<file path="src/rtl/bsdec_pkg.sv">
package bsdec_pkg;

    localparam int SINC_ORDER = 3;
    localparam int HB_SHORT   = 7;
    localparam int HB_LONG    = 11;
    localparam int HB_COUNT   = 3;

    typedef enum logic {
        PH_EVEN = 1'b0,
        PH_ODD  = 1'b1
    } hb_phase_e;

    // Half-band taps; every other tap is zero except the centre.
    function automatic int hb_coef(input int ntaps, input int k);
        int c;
        c = 0;
        if (ntaps == HB_LONG) begin
            case (k)
                0, 10:   c = 3;
                2, 8:    c = -25;
                4, 6:    c = 150;
                5:       c = 256;
                default: c = 0;
            endcase
        end else begin
            case (k)
                0, 6:    c = -1;
                2, 4:    c = 9;
                3:       c = 16;
                default: c = 0;
            endcase
        end
        return c;
    endfunction

    // Bits of growth needed to hold the worst-case absolute tap sum.
    function automatic int hb_growth(input int ntaps);
        int s;
        s = 0;
        for (int k = 0; k < ntaps; k++) begin
            s += (hb_coef(ntaps, k) < 0) ? -hb_coef(ntaps, k) : hb_coef(ntaps, k);
        end
        return $clog2(s);
    endfunction

    // log2 of the DC gain of a half-band set (tap sum is a power of two).
    function automatic int hb_gain_l2(input int ntaps);
        int s;
        s = 0;
        for (int k = 0; k < ntaps; k++) begin
            s += hb_coef(ntaps, k);
        end
        return $clog2(s);
    endfunction

    // Tap count for half-band stage s (0-based): the last stage is the long one.
    function automatic int hb_stage_taps(input int s);
        return (s == HB_COUNT - 1) ? HB_LONG : HB_SHORT;
    endfunction

endpackage

</file>
<file path="src/rtl/bsdec_cic.sv">
module bsdec_cic
    import bsdec_pkg::*;
#(
    parameter int R = 16,
    parameter int W = 14
) (
    input  logic                clk,
    input  logic                rst,
    input  logic                in_en,
    input  logic                in_bit,
    output logic                out_vld,
    output logic signed [W-1:0] out_smp
);
    localparam int CW = $clog2(R);

    logic [CW-1:0]       phase_cnt;
    logic signed [W-1:0] integ   [SINC_ORDER];
    logic signed [W-1:0] integ_n [SINC_ORDER];
    logic signed [W-1:0] comb_d  [SINC_ORDER];
    logic signed [W-1:0] diff    [SINC_ORDER+1];
    logic signed [W-1:0] step_v;

    always_comb begin
        step_v     = in_bit ? W'(1) : W'(-1);
        integ_n[0] = integ[0] + step_v;
        for (int s = 1; s < SINC_ORDER; s++) begin
            integ_n[s] = integ[s] + integ_n[s-1];
        end
        diff[0] = integ_n[SINC_ORDER-1];
        for (int s = 0; s < SINC_ORDER; s++) begin
            diff[s+1] = diff[s] - comb_d[s];
        end
    end

    always_ff @(posedge clk) begin
        if (rst) begin
            phase_cnt <= '0;
            out_vld   <= 1'b0;
            out_smp   <= '0;
            for (int s = 0; s < SINC_ORDER; s++) begin
                integ[s]  <= '0;
                comb_d[s] <= '0;
            end
        end else begin
            out_vld <= 1'b0;
            if (in_en) begin
                integ     <= integ_n;
                phase_cnt <= phase_cnt + 1'b1;
                if (phase_cnt == CW'(R - 1)) begin
                    for (int s = 0; s < SINC_ORDER; s++) begin
                        comb_d[s] <= diff[s];
                    end
                    out_smp <= diff[SINC_ORDER];
                    out_vld <= 1'b1;
                end
            end
        end
    end

endmodule

</file>
<file path="src/rtl/bsdec_halfband.sv">
module bsdec_halfband
    import bsdec_pkg::*;
#(
    parameter int IW    = 14,
    parameter int NTAPS = HB_SHORT,
    parameter int OW    = IW + hb_growth(NTAPS)
) (
    input  logic                 clk,
    input  logic                 rst,
    input  logic                 in_vld,
    input  logic signed [IW-1:0] in_smp,
    output logic                 out_vld,
    output logic signed [OW-1:0] out_smp
);
    logic signed [IW-1:0] line [NTAPS-1];
    logic signed [OW-1:0] win  [NTAPS];
    logic signed [OW-1:0] acc;
    hb_phase_e            ph;

    always_comb begin
        win[0] = OW'(in_smp);
        for (int k = 1; k < NTAPS; k++) begin
            win[k] = OW'(line[k-1]);
        end
        acc = '0;
        for (int k = 0; k < NTAPS; k++) begin
            if (hb_coef(NTAPS, k) != 0) begin
                acc = acc + win[k] * OW'(hb_coef(NTAPS, k));
            end
        end
    end

    always_ff @(posedge clk) begin
        if (rst) begin
            ph      <= PH_EVEN;
            out_vld <= 1'b0;
            out_smp <= '0;
            for (int k = 0; k < NTAPS - 1; k++) begin
                line[k] <= '0;
            end
        end else begin
            out_vld <= 1'b0;
            if (in_vld) begin
                line[0] <= in_smp;
                for (int k = 1; k < NTAPS - 1; k++) begin
                    line[k] <= line[k-1];
                end
                ph <= (ph == PH_EVEN) ? PH_ODD : PH_EVEN;
                if (ph == PH_ODD) begin
                    out_smp <= acc;
                    out_vld <= 1'b1;
                end
            end
        end
    end

endmodule

</file>
<file path="src/rtl/bsdec_outfmt.sv">
module bsdec_outfmt #(
    parameter int IW    = 36,
    parameter int SHIFT = 12,
    parameter int OW    = 20
) (
    input  logic                 clk,
    input  logic                 rst,
    input  logic                 in_vld,
    input  logic signed [IW-1:0] in_smp,
    output logic                 out_vld,
    output logic signed [OW-1:0] out_smp
);
    localparam int RW = IW + 1;
    localparam int QW = RW - SHIFT;
    localparam logic signed [QW-1:0] QMAX = QW'((2 ** (OW - 1)) - 1);
    localparam logic signed [QW-1:0] QMIN = QW'(-(2 ** (OW - 1)));

    logic signed [RW-1:0] rnd;
    logic signed [QW-1:0] quo;
    logic signed [OW-1:0] clip;

    always_comb begin
        rnd = RW'(in_smp) + (RW'(1) <<< (SHIFT - 1));
        quo = QW'(rnd >>> SHIFT);
        if (quo > QMAX) begin
            clip = {1'b0, {(OW-1){1'b1}}};
        end else if (quo < QMIN) begin
            clip = {1'b1, {(OW-1){1'b0}}};
        end else begin
            clip = OW'(quo);
        end
    end

    always_ff @(posedge clk) begin
        if (rst) begin
            out_vld <= 1'b0;
            out_smp <= '0;
        end else begin
            out_vld <= in_vld;
            if (in_vld) begin
                out_smp <= clip;
            end
        end
    end

endmodule

</file>
<file path="src/rtl/bsdec_top.sv">
module bsdec_top
    import bsdec_pkg::*;
#(
    parameter int DEC_SINC = 16,
    parameter int OUT_W    = 20
) (
    input  logic                    clk,
    input  logic                    rst,
    input  logic                    in_en,
    input  logic                    in_bit,
    output logic                    out_valid,
    output logic signed [OUT_W-1:0] out_data
);
    localparam int SINC_W    = SINC_ORDER * $clog2(DEC_SINC) + 2;
    localparam int HB1_W     = SINC_W + hb_growth(hb_stage_taps(0));
    localparam int HB2_W     = HB1_W + hb_growth(hb_stage_taps(1));
    localparam int HB3_W     = HB2_W + hb_growth(hb_stage_taps(2));
    localparam int GAIN_L2   = SINC_ORDER * $clog2(DEC_SINC)
                             + hb_gain_l2(hb_stage_taps(0))
                             + hb_gain_l2(hb_stage_taps(1))
                             + hb_gain_l2(hb_stage_taps(2));
    localparam int OUT_SHIFT = GAIN_L2 - (OUT_W - 1);

    logic                     sinc_vld, hb1_vld, hb2_vld, hb3_vld;
    logic signed [SINC_W-1:0] sinc_smp;
    logic signed [HB1_W-1:0]  hb1_smp;
    logic signed [HB2_W-1:0]  hb2_smp;
    logic signed [HB3_W-1:0]  hb3_smp;

    bsdec_cic #(.R(DEC_SINC), .W(SINC_W)) u_sinc (
        .clk(clk), .rst(rst), .in_en(in_en), .in_bit(in_bit),
        .out_vld(sinc_vld), .out_smp(sinc_smp)
    );

    bsdec_halfband #(.IW(SINC_W), .NTAPS(hb_stage_taps(0)), .OW(HB1_W)) u_hb1 (
        .clk(clk), .rst(rst), .in_vld(sinc_vld), .in_smp(sinc_smp),
        .out_vld(hb1_vld), .out_smp(hb1_smp)
    );

    bsdec_halfband #(.IW(HB1_W), .NTAPS(hb_stage_taps(1)), .OW(HB2_W)) u_hb2 (
        .clk(clk), .rst(rst), .in_vld(hb1_vld), .in_smp(hb1_smp),
        .out_vld(hb2_vld), .out_smp(hb2_smp)
    );

    bsdec_halfband #(.IW(HB2_W), .NTAPS(hb_stage_taps(2)), .OW(HB3_W)) u_hb3 (
        .clk(clk), .rst(rst), .in_vld(hb2_vld), .in_smp(hb2_smp),
        .out_vld(hb3_vld), .out_smp(hb3_smp)
    );

    bsdec_outfmt #(.IW(HB3_W), .SHIFT(OUT_SHIFT), .OW(OUT_W)) u_fmt (
        .clk(clk), .rst(rst), .in_vld(hb3_vld), .in_smp(hb3_smp),
        .out_vld(out_valid), .out_smp(out_data)
    );

endmodule

</file>
<file path="config.mk">
export PLATFORM = sky130hd
export DESIGN_NAME = bsdec_top
export DESIGN_NICKNAME = d
export VERILOG_FILES = /design/src/rtl/bsdec_pkg.sv /design/src/rtl/bsdec_cic.sv /design/src/rtl/bsdec_halfband.sv /design/src/rtl/bsdec_outfmt.sv /design/src/rtl/bsdec_top.sv
export SDC_FILE = /design/constraint.sdc
export NUM_CORES = 2
export LEC_CHECK = 0
export BUFFER_PORTS_ARGS = -buffer_cell sky130_fd_sc_hd__clkbuf_2
export CORE_ASPECT_RATIO = 0.75
export CORE_MARGIN = 1
export CORE_UTILIZATION = 60
export CTS_CLUSTER_SIZE = 28
export DETAILED_ROUTE_END_ITERATION = 10
export GPL_ROUTABILITY_DRIVEN = 0
export PLACE_DENSITY_LB_ADDON = 0.08
export SKIP_LAST_GASP = 1
export SYNTH_ARGS = -nofsm -noshare
export SYNTH_HDL_FRONTEND = slang
export SYNTH_SLANG_ARGS = --single-unit
</file>
<file path="constraint.sdc">
create_clock -name clk -period 8.1 [get_ports clk]
set_clock_uncertainty 0.05 [all_clocks]
set_input_delay 0.81 -clock clk [delete_from_list [all_inputs] [get_ports clk]]
set_output_delay 0.81 -clock clk [all_outputs]
set_load 0.01 [all_outputs]
</file>
Yosys cells after proc, flatten, opt, wreduce, memory -nomap -nowiden

Memory sizes are Yosys's and may differ from the RTL's.
Index checks and enable logic that the tools add are counted.

Memories: 4
RAM bits: 506
Output and inout bits: 21
Bits in registers: 170
Bits of input ports: 4

Reduce and logical (&&, ||, !) cells: 7
Bitwise logic cells: 28
Multiply operators: 10
Magnitude comparators: 2
$add $sub $neg: 26
Equality and inequality tests: 1
Muxes and demuxes: 49

Memory list:

| memory        | words | bits a word | read ports | clocked after memory_dff | write ports | RTL line             | RTL |
|---|---|---|---|---|---|---|---|
| u_hb3.line    | 10    | 26          | 10         | 0                        | 10          | bsdec_halfband.sv:15 | `logic signed [IW-1:0] line [NTAPS-1];` |
| u_hb2.line    | 6     | 20          | 6          | 0                        | 6           | bsdec_halfband.sv:15 |  |
| u_hb1.line    | 6     | 14          | 6          | 0                        | 6           | bsdec_halfband.sv:15 |  |
| u_sinc.comb_d | 3     | 14          | 3          | 0                        | 3           | bsdec_cic.sv:19      | `logic signed [W-1:0] comb_d [SINC_ORDER];` |

Operators with widths:

| operator                 | count |
|---|---|
| $mux W26                 | 10 |
| $add A36 B36 Y36         | 5 |
| $mux W20                 | 8 |
| $mux W14                 | 10 |
| $add A26 B26 Y26         | 3 |
| $mul A26 B8 Y34 const B  | 2 |
| $mul A26 B6 Y32 const B  | 2 |
| $add A20 B20 Y20         | 3 |
| $mul A26 B3 Y29 const B  | 2 |
| $neg A20 Y26             | 2 |
| $mul A20 B5 Y25 const B  | 2 |
| $add A14 B14 Y14         | 3 |
| $sub A14 B14 Y14         | 3 |
| $neg A14 Y20             | 2 |
| $mul A14 B5 Y19 const B  | 2 |
| $add A36 B13 Y37 const B | 1 |
| $add A36 B34 Y36         | 1 |
| $add A26 B24 Y26         | 1 |
| $gt A25 B20 Y1 const B   | 1 |
| $lt A25 B20 Y1 const B   | 1 |
| $or A1 B1 Y1             | 25 |
| $mux W1                  | 21 |
| $add A20 B18 Y20         | 1 |
| $reduce_and A2 Y1        | 4 |
| 4 further kinds          | 8 |

Longest topological paths before layout

An unclocked memory read counts as a cell.

Depth after elaboration: 8
Gate-level depth with buffers: 37
Depth with buffers taken out: 37

Cells and area by module

From an unflattened synthesis, not the netlist that was laid out.

Cells, all modules: 5,308
Area total of the unflattened synthesis: 57,149.8 um^2

Modules (own cells, without submodules):

| module                  | times used | cells an instance | sequential area each (um^2) | area an instance (um^2) |
|---|---|---|---|---|
| bsdec_halfband at u_hb3 | 1          | 2,793             | 8,568.2                     | 30,503.0 |
| bsdec_halfband at u_hb2 | 1          | 927               | 4,164.0                     | 10,687.8 |
| bsdec_halfband at u_hb1 | 1          | 658               | 2,962.8                     | 7,572.3 |
| bsdec_cic               | 1          | 788               | 2,482.4                     | 7,061.8 |
| bsdec_outfmt            | 1          | 142               | 420.4                       | 1,325.0 |

Worst setup path before layout

OpenSTA, ideal clock, no wires.

Path kind: register to register
Start: memory u_hb3.line[7][4] (netlist bit)
End: register u_hb3.out_smp[35]
Period minus slack after synthesis: 8.688 ns
Stages on the path, launching flop included: 36
Arrival: 8.569 ns
Path slack: -0.588 ns
Cells stage by stage: edfxtp_1 > inv_1 > fa_1 > inv_1 > fa_1 > inv_1 > fa_1 > inv_1 > ha_1 > ha_1 > nor2b_1 > o21a_1 > o21ai_1 > a21oi_1 > a2111oi_0 > o22a_1 > nand2b_1 > a21o_1 > a21oi_1 > xnor2_1 > fa_1 > inv_1 > fa_1 > inv_1 > fa_1 > fa_1 > ha_1 > a2111oi_0 > o31a_1 > a21bo_1 > a21o_1 > a211o_1 > a31o_1 > a21oi_1 > xnor3_1 > o21ai_1

RTL lines:

| what                 | RTL line             | RTL |
|---|---|---|
| start, declared      | bsdec_halfband.sv:15 |  |
| end signal, assigned | bsdec_halfband.sv:37 | `out_smp <= '0;` |
| end signal, assigned | bsdec_halfband.sv:50 | `out_smp <= acc;` |
| end, declared        | bsdec_halfband.sv:13 | `output logic signed [OW-1:0] out_smp` |

==> run_summary.xml <==
<?xml version="1.0" encoding="UTF-8"?>
<metrics>
  <group name="timing">
    <metric name="hold_vio_cnt_final" unit="">0</metric>
    <metric name="slew-limit-headroom" unit="%">15.6</metric>
    <metric name="finalCriticalPeriod" unit="ps">8610</metric>
    <metric name="holdWs" unit="ps">434</metric>
    <metric name="max_clock_freq" unit="GHz">0.116</metric>
    <metric name="tightestPinTransition" unit="ps">1270</metric>
    <metric name="slew_violations" unit="">0</metric>
    <metric name="unrepaired_setup_endpoints_after_global_routing" unit="">true</metric>
    <metric name="fin_ws" unit="ps">-510</metric>
    <metric name="min_period_over_period" unit="%">106</metric>
    <metric name="final_number_of_setup_violating_endpoints" unit="">10</metric>
  </group>
  <group name="worst_setup_path">
    <metric name="worstReg2RegStart" unit="">u_hb3.line[3][2]$_SDFFCE_PN0P_</metric>
    <metric name="cp_data_required_time" unit="ps">8560</metric>
    <metric name="critical_path_peak_fanout" unit="">4</metric>
    <metric name="cp_top_family" unit="">adder cells</metric>
    <metric name="worstPathArrival" unit="ps">9070</metric>
    <metric name="cpMaxStageDelayCell" unit="">fa_1</metric>
    <metric name="reg2reg_to" unit="">u_hb3.out_smp[34]$_SDFFE_PP0P_</metric>
    <metric name="timing.critical_path.buf_inv" unit="">6</metric>
    <metric name="critical_path.endpoint_type" unit="">flip-flop</metric>
    <metric name="cell_count_along_the_critical_path" unit="">31</metric>
    <metric name="worst-setup-path-type" unit="">reg -&gt; reg</metric>
    <metric name="worst_setup_path_start_kind" unit="">flip-flop</metric>
    <metric name="timing.critical_path.slowest_cell_delay" unit="ps">520</metric>
    <metric name="worst_r2r_path_depth" unit="">31</metric>
    <metric name="worst-r2r-setup-slack" unit="ps">-510</metric>
  </group>
  <group name="status">
    <metric name="status" unit="">finished with violations</metric>
    <metric name="violations" unit="">setup timing</metric>
  </group>
  <group name="floorplanning">
    <metric name="die_area" unit="sq um">96300</metric>
    <metric name="placeableCoreArea" unit="sq um">93800</metric>
    <metric name="die_width" unit="microns">358</metric>
    <metric name="starting_utilization_of_the_core_area" unit="%">60.8</metric>
    <metric name="fp-row-count" unit="">97</metric>
    <metric name="ios" unit="">25</metric>
    <metric name="die_y" unit="microns">269</metric>
  </group>
  <group name="drt">
    <metric name="vias_per_cell" unit="">5.47</metric>
    <metric name="dr_total_vias" unit="">38262</metric>
    <metric name="post-route-drc-count" unit="">0</metric>
    <metric name="drt_wl_total" unit="microns">127000</metric>
    <metric name="firstDrtPassIters" unit="">6</metric>
    <metric name="detail_routed_net_length_per_standard_cell" unit="microns">18.2</metric>
    <metric name="detail_route.iter0.violations" unit="">2719</metric>
    <metric name="postRouteAntennaNets" unit="">0</metric>
  </group>
  <group name="final_layout">
    <metric name="final.fill_count" unit="">7251</metric>
    <metric name="antenna-diode-count" unit="">0</metric>
    <metric name="synthToLayoutAreaGrowth" unit="%">11.8</metric>
    <metric name="drive_gt1_share" unit="%">9.67</metric>
    <metric name="finalNetCount" unit="">6933</metric>
  </group>
  <group name="yosys">
    <metric name="synth.net_count" unit="">6629</metric>
    <metric name="netlist_top_cells_count" unit="">inv_1 (802), ha_1 (741), and2_1 (508), edfxtp_1 (506), fa_1 (489)</metric>
    <metric name="synth_top_cells_by_area" unit="">edfxtp_1 (27%), fa_1 (17%), ha_1 (16%)</metric>
    <metric name="yosys_register_bits" unit="">665</metric>
    <metric name="synthDistinctLibCells" unit="">90</metric>
    <metric name="synth_edf_count" unit="">506</metric>
    <metric name="post_synth.cell_area_avg" unit="sq um">10.6</metric>
    <metric name="post_synth_inst_count" unit="">5395</metric>
    <metric name="synth.most_common_cell" unit="">inv_1</metric>
    <metric name="synth.yosys.seq_area_share" unit="%">32.2</metric>
    <metric name="synth_top_area_cell" unit="">edfxtp_1</metric>
    <metric name="syn_area" unit="sq um">57000</metric>
    <metric name="netlist.area_leader.share" unit="%">26.6</metric>
    <metric name="synthesis.yosys.warnings" unit="">0</metric>
    <metric name="synth_ff_type" unit="">edfxtp_1</metric>
    <metric name="async_flop_share" unit="%">0</metric>
  </group>
  <group name="place">
    <metric name="portBuffers" unit="">24</metric>
    <metric name="hpwl_after_detailed_placement" unit="microns">98400</metric>
  </group>
  <group name="clocking">
    <metric name="clk_path_buf_depth" unit="">3</metric>
    <metric name="cts_tree" unit="">built</metric>
    <metric name="clk_transition_reported_paths" unit="ps">60</metric>
    <metric name="clock_latency" unit="ps">670</metric>
    <metric name="cts-buffers-inserted" unit="">74</metric>
    <metric name="cts_sinks" unit="">665</metric>
    <metric name="cts_htree_levels" unit="">3</metric>
    <metric name="cts.root.buffer_cell" unit="">clkbuf_16</metric>
  </group>
  <group name="global_routing">
    <metric name="grt-ovfl-total" unit="">0</metric>
    <metric name="global_route.usage.total" unit="%">27.5</metric>
    <metric name="grt_max_degree" unit="">261</metric>
    <metric name="antenna_found_initial" unit="">1</metric>
    <metric name="grt_pass1_vias" unit="">38223</metric>
    <metric name="wire_length_of_the_first_global_routing_pass" unit="microns">207000</metric>
  </group>
  <group name="worst_hold_path">
    <metric name="timing.hold.worst_path_depth" unit="">2</metric>
    <metric name="hp-start" unit="">u_sinc.integ[10]$_SDFFE_PP0P_</metric>
    <metric name="hp-class" unit="">reg -&gt; reg</metric>
    <metric name="min_delay_worst_endpoint" unit="">u_sinc.integ[10]$_SDFFE_PP0P_</metric>
  </group>
  <group name="flow_run">
    <metric name="maxCapViolCount" unit="">0</metric>
  </group>
</metrics>
==> cell type report <==
class | instances | area (sq um) | area share (%)
Inverter | 806 | 3030 | 4.74
Sequential cell | 665 | 18400 | 28.8
Timing Repair Buffer | 323 | 2430 | 3.81
Clock buffer | 104 | 2100 | 3.30
Tap cell | 1237 | 1550 | 2.43
Multi-Input combinational cell | 3829 | 35800 | 56.2
Clock inverter | 32 | 483 | 0.757
==> metal layers <==
metal  routed length (microns)  track usage (%)  up-vias
li1                          -                -    18800
met1                     64500             43.0    18511
met2                     51200             38.4      827
met3                      9490             6.86      124
met4                      2110             5.16        0
met5                         0                0        -
==> kinds of logic (layout without fill, tap and decap cells) <==
kind of cell | Yosys count | count (layout) | synth area share [%]
AO/OA/AOI/OAI | 859 | 859 | 9.66
XOR/XNOR | 370 | 370 | 5.76
adder cells (fa/ha/maj) | 1231 | 1231 | 33.4
buffers and inverters | 901 | 1265 | 5.93
flip-flops | 665 | 665 | 32.2
multiplexers | 40 | 40 | 0.711
AND/OR/NAND/NOR | 1329 | 1329 | 12.3
==> metrics by stage <==
step	setup WS, ps	setup TNS (ps)	instances	area, sq um	utilization, %
6_report	-510	-2360	6996	63800	68.0
5_1_grt	-900	-8200	6996	63800	68.0
4_1_cts	-537	-2670	6992	63500	67.7
3_5_place_dp	-680	-6130	6850	60700	64.7
3_3_place_gp	-565	-4660	6850	60700	64.7
2_1_floorplan	-131	-131	5395	57100	-
==> flip-flops by register name, indices dropped and copies added, names as in the netlist, 4 cells and up <==
signal,flops
u_hb3.line,260
u_hb2.line,120
u_hb1.line,84
u_sinc.comb_d,42
u_sinc.integ,42
u_hb2.out_smp,26
u_hb3.out_smp,25
u_fmt.out_smp,20
u_hb1.out_smp,20
u_sinc.out_smp,14
u_sinc.phase_cnt,4
==> cell usage in the layout (no fill, tap or decap), types with 28 or more instances in the layout <==
cell	instances
xnor2_1	257
buf_4	291
a211oi_1	40
nand2b_1	34
nor2b_1	40
a21oi_1	228
nand2_1	238
edfxtp_1	506
nor2_1	260
inv_1	794
o21ai_0	119
o21ai_1	75
ha_1	731
nor3_1	59
nand3_1	58
o21bai_1	41
clkbuf_16	77
fa_1	488
and2_1	508
a21o_1	103
dfxtp_1	159
and3_1	28
xor2_1	96
o21a_1	41
mux2i_1	36
==> repair_timing <==
action	CTS	global route
setup buffers	7	6
setup endpoints to repair	18	21
gates cloned	0	0
pin swaps	28	30
hold buffers	0	0
resized for setup	30	45
==> worst max-delay path by stage <==
stage	from	end	slack [ps]
3_3_place_gp	u_hb3.line[7][4]$_SDFFCE_PN0P_	u_hb3.out_smp[35]$_SDFFE_PP0P_	-570
4_1_cts	u_hb3.line[7][4]$_SDFFCE_PN0P_	u_hb3.out_smp[35]$_SDFFE_PP0P_	-540
5_1_grt	u_hb3.line[1][4]$_SDFFCE_PN0P_	u_hb3.out_smp[35]$_SDFFE_PP0P_	-900
6_report	u_hb3.line[3][2]$_SDFFCE_PN0P_	u_hb3.out_smp[34]$_SDFFE_PP0P_	-510
2_1_floorplan	u_hb3.line[1][4]$_SDFFCE_PN0P_	u_hb3.out_smp[35]$_SDFFE_PP0P_	-130
3_5_place_dp	u_hb3.line[7][4]$_SDFFCE_PN0P_	u_hb3.out_smp[35]$_SDFFE_PP0P_	-680
==> worst min-delay path: stages (launching register included) <==
cell and delay [ps]:
dfxtp_1 310, nand2b_1 70, a21oi_1 60
Power is left out: the tool's default activity adds up to more than one toggle a clock period on the data nets, which glitch-free logic cannot reach.
